==> src/rtl/static_branch_guess.sv <==
module static_branch_guess #(
  parameter int PC_W = 32,
  parameter int OFF_W = 16,
  parameter logic [PC_W-1:0] RESET_PC = '0
) (
  input  logic            clk,
  input  logic            rst_n,
  input  logic            is_branch,
  input  logic [OFF_W-1:0] br_offset,
  input  logic            res_valid,
  input  logic            res_taken,
  input  logic            res_pred,
  input  logic [PC_W-1:0] res_target,
  output logic [PC_W-1:0] fetch_pc,
  output logic            pred_taken,
  output logic [PC_W-1:0] next_pc,
  output logic            squash
);
  localparam int EXT_W = PC_W - OFF_W - 2;

  logic [PC_W-1:0] pc_q;
  logic [PC_W-1:0] seq_pc;
  logic [PC_W-1:0] disp;
  logic [PC_W-1:0] br_target;

  assign seq_pc     = pc_q + PC_W'(4);
  assign disp       = {{EXT_W{br_offset[OFF_W-1]}}, br_offset, 2'b00};
  assign br_target  = seq_pc + disp;
  assign pred_taken = is_branch & br_offset[OFF_W-1];
  assign squash     = res_valid & (res_taken ^ res_pred);

  always_comb begin
    if (squash)
      next_pc = res_target;
    else if (pred_taken)
      next_pc = br_target;
    else
      next_pc = seq_pc;
  end

  always_ff @(posedge clk) begin
    if (!rst_n)
      pc_q <= RESET_PC;
    else
      pc_q <= next_pc;
  end

  assign fetch_pc = pc_q;
endmodule

==> config.mk <==
export PLATFORM = sky130hd
export DESIGN_NAME = static_branch_guess
export DESIGN_NICKNAME = d
export VERILOG_FILES = /design/src/rtl/static_branch_guess.sv
export SDC_FILE = /design/constraint.sdc
export NUM_CORES = 1
export LEC_CHECK = 0
export ABC_AREA = 1
export BUFFER_PORTS_ARGS = -buffer_cell sky130_fd_sc_hd__buf_2
export CORE_MARGIN = 1.5
export CORE_UTILIZATION = 40
export CTS_BUF_LIST = sky130_fd_sc_hd__clkbuf_16
export CTS_CLUSTER_DIAMETER = 150
export DETAILED_ROUTE_END_ITERATION = 10
export PLACE_DENSITY = 0.64
export SLEW_MARGIN = 5
export SYNTH_ARGS = -nofsm -noshare
export SYNTH_HDL_FRONTEND = slang
export SYNTH_SLANG_ARGS = --single-unit
==> constraint.sdc <==
create_clock -name clk -period 4.3 [get_ports clk]
set_clock_uncertainty 0.05 [all_clocks]
set_input_delay 0.645 -clock clk [delete_from_list [all_inputs] [get_ports clk]]
set_output_delay 0.645 -clock clk [all_outputs]
set_load 0.01 [all_outputs]
[Word level (Yosys, flattened, before mapping)]
Index checks and enable logic that the tools add are counted.
Operators by class
  add/sub/neg operators: 2
  muxes and demuxes: 2
  bitwise operators: 3
Operators by type and width (number)
  $mux 32: 2
  $add 32x3->32 const B: 1
  $add 32x32->32: 1
  $and 1x1->1: 2
  $xor 1x1->1: 1
Storage, ports and cells
  bits in registers: 32
  bits of input ports: 54
  output and inout port bits: 66

[Logic depth before layout (Yosys ltp)]
  depth after elaboration: 4
  mapped depth: 22
  mapped depth without buffers: 22

[Worst setup path before layout]
OpenSTA, ideal clock, no wires.
  kind: register to output
  start: register pc_q[2], in the netlist fetch_pc[2]
  end: output next_pc[31]
  arrival time: 2632 ps
  required time: 3605 ps
  setup slack: 973 ps
  cell stages (with the launch flop): 19
  cell sequence: dfxtp_1 ha_1 nand3_2 nor2_1 nand2_1 nor2_2 xor2_1 inv_1 ha_1 nand2_1 nor2_1 nand2_1 nor2_1 nand2_1 nand3_1 nand2_1 nand3_1 nand3_1 nand2_1
Between the ends
  cells in the longest elaborated chain, start to end: 4
Ends and longest elaborated chain
  start: declaration: line 21  | logic [PC_W-1:0] pc_q;
  start signal: assignment: line 45  | pc_q <= next_pc;
  $add 32x3->32 (*): line 26  | assign seq_pc = pc_q + PC_W'(4);
  $add 32x32->32: line 28  | assign br_target = seq_pc + disp;
  $mux 32 (*): line 35  | else if (pred_taken)
  $mux 32 (*): line 33  | if (squash)
  end: declaration: line 16  | output logic [PC_W-1:0] next_pc,
Mark *: on every way between the ends. The rest lies on a longest branch, timed or not.

[Final worst setup path]
  start: register pc_q[9], in the netlist fetch_pc[9]
  end: output next_pc[13]
The elaborated chain is that of the path after synthesis.

==> flow_summary.toml <==
[critical_path]
cp_num_buf_inv = 3
path_cells = "nand2_1 -> nor2_2 -> nand2_1 -> nor2_2 -> xor2_1 -> inv_1 -> ha_1 -> nand2_1 -> inv_1 -> a21oi_1 -> nand3_1 -> xor2_1 -> o21ai_1 -> nand2_1 -> buf_2"
slowest_delay_ns = 0.41
crit_path_top_delay_cell = "dfxtp_1"
cp-end-kind = "primary output"
path_class = "flop to primary output"
cp_max_fo = 5
arrival_ns = 3.37
reg2reg_depth = 16
crit_family = "simple AND/OR/NAND/NOR gates"
cp_common_cell = "nand2_1"
required_ns = 3.61
crit_cells = 15
startpoint_type = "flop"

[cts]
clk_path_buf_depth = 2
h-tree-depth = 2
post-cts-setup-buffer-count = 0
cts_sinks = 32
hold_buffers = 0
clk_pin_slew_ns = 0.05
cts_resized = 0
clk_latency_ns = 0.28
tritoncts = "yes"
root_buffer = "clkbuf_16"
cts_inserted_buffers = 5

[routing]
drc = 0
wl_per_cell_um = 14.6
ant_nets = 0
wl_um = 16500
vias = 5631
drt_iter0_markers = 359
dr.pass1.iters = 5
vias_per_cell = 4.96

[die]
rows = 39
die-area_um2 = 12300
dieHeight_um = 111
core-area_um2 = 11400
initial_core_util_pct = 40.9
die_w_um = 111
ioPinCount = 120

[finish]
final_common_cell = "nand2_1"
stdcell_count = 1135
multiInputGateArea_um2 = 3480
final_cell_mix = "nand2_1 (332), inv_1 (146), buf_2 (119)"
area_delta_synth_final_pct = 20.8
diodes = 0
largest_reg_flops = 32
nNetsFinal = 1083
ff_latch_area_um2 = 648
fillers = 1326
drive_above_1_share_pct = 17.5

[place]
hpwl_um = 13900
portBuffers = 119
globalplace.congestion = 0.933
dp_cells = 1127

[power]
power_density_nw_per_um2 = 260
p_total_w = 0.00147
ir_worst_vdd_mv = 0.179
power_leakage_nw = 3.28

[run_status]
status = "finished, final reports clean"

[timing]
finalHoldViolations = 0
tightest_slew_ns = 1.10
period_needed_ns = 4.06
maxSlewViolCount = 0
slew_headroom_pct = 26.9
setup_viol = 0
whs_ns = 0.591
fmax_mhz = 246
fin_crit_sh_pct = 94.5
rsz0062_at_grt = "yes"

[global_route]
grt_max_degree = 47
grt_overflow = 0
grt_pass1_wl_um = 26400
grt_usage_pct = 26.8
grt_antenna_before_repair = 0
grt_pass1_vias = 5328

[synth]
synth.distinct_cells = 35
syn_avg_cell_area_um2 = 5.33
ys_ff_latch = 32
post-synth-top-area-cell = "nand2_1"
ys_seq_area_share_pct = 13.7
netlist_area_um2 = 4670
synth_nets = 969
synth_area_leaders = "nand2_1 (27%), dfxtp_1 (14%), inv_1 (12%), ha_1 (9.9%), a21oi_1 (6.4%)"
synth_ff_type = "dfxtp_1"
synth_top_area_share_pct = 26.7
async_flop_share_pct = 0
synth_edf_count = 0
synthCells = 877
yosys_warnings = 0

[hold_path]
hold_path_depth = 3
hold_path.class = "input port to flop"

[flow_run]
drv_cap = 0
## through the flow
step	TNS (ns)	cell area (um^2)	util, %	setup slack [ns]
global route	-0.0896	5640	49.4	-0.0552
global placement	0	5410	47.4	0.388
CTS	0	5580	48.8	0.0300
finish	0	5640	49.4	0.236
floorplan	0	4670	-	0.973
detailed placement	0	5410	47.4	0.351
## logic make-up (layout without fill, tap and decap cells)
| logic type | Yosys count | count (layout) | synth area share (%) |
|---|---|---|---|
| and+or+nand+nor | 525 | 525 | 47.2 |
| buffers and inverters | 164 | 279 | 13.3 |
| AOI/OAI and AO/OA | 95 | 95 | 11.1 |
| xor gates and xnor gates | 23 | 23 | 4.31 |
| adders and majority gates | 38 | 38 | 10.3 |
| DFF | 32 | 32 | 13.7 |
## cells in the mapped netlist (4+ instances only)
library cell / count
nand4_1: 15
nor2_2: 11
nand3_1: 58
o211ai_1: 4
o21ai_0: 13
ha_1: 37
o21ai_1: 6
buf_2: 4
xnor2_1: 9
inv_1: 146
nand2_2: 4
clkbuf_1: 10
xor2_1: 14
nand2_1: 332
nor3_1: 12
nor2_1: 77
a21oi_1: 60
dfxtp_1: 32
o21bai_1: 6
nand3b_1: 4
## tightest hold or removal path: cells and delay by family
kind,cells,cell delay (ns)
buffers and inverters,1,0.09
AO/OA/AOI/OAI,1,0.06
AND/OR/NAND/NOR,1,0.07
## routing by layer
layer | track usage, % | wire length, um | up-vias
li1 | - | - | 2968
met1 | 34.2 | 7230 | 2456
met2 | 46.5 | 7800 | 182
met3 | 4.48 | 1110 | 25
met4 | 7.43 | 380 | 0
met5 | 0 | 0 | -
## report_power, final
part | leakage, nW | total, W | switching [W] | internal (W)
clock | 0.0789 | 0.000399 | 0.000130 | 0.000269
combinational | 2.93 | 0.000699 | 0.000450 | 0.000248
sequential | 0.266 | 0.000367 | 0.0000412 | 0.000326
## area by class of cell
cell class / instances / area share, %
multi-input cells: 681 / 61.6
flip-flops and latches: 32 / 11.5
repair buffers: 122 / 11.0
inverters: 149 / 9.91
well taps: 143 / 3.17
clock buffers: 5 / 2.22
clock inverters: 3 / 0.665
## worst paths after layout
kind                   from      endpoint  slack [ns]
max             fetch_pc[9]   next_pc[13]        0.24
min          res_target[17]  fetch_pc[17]        0.59
max reg2reg     fetch_pc[9]  fetch_pc[21]        1.04
min reg2reg     fetch_pc[0]   fetch_pc[0]        0.61
Power figures use the tool's default switching activity.
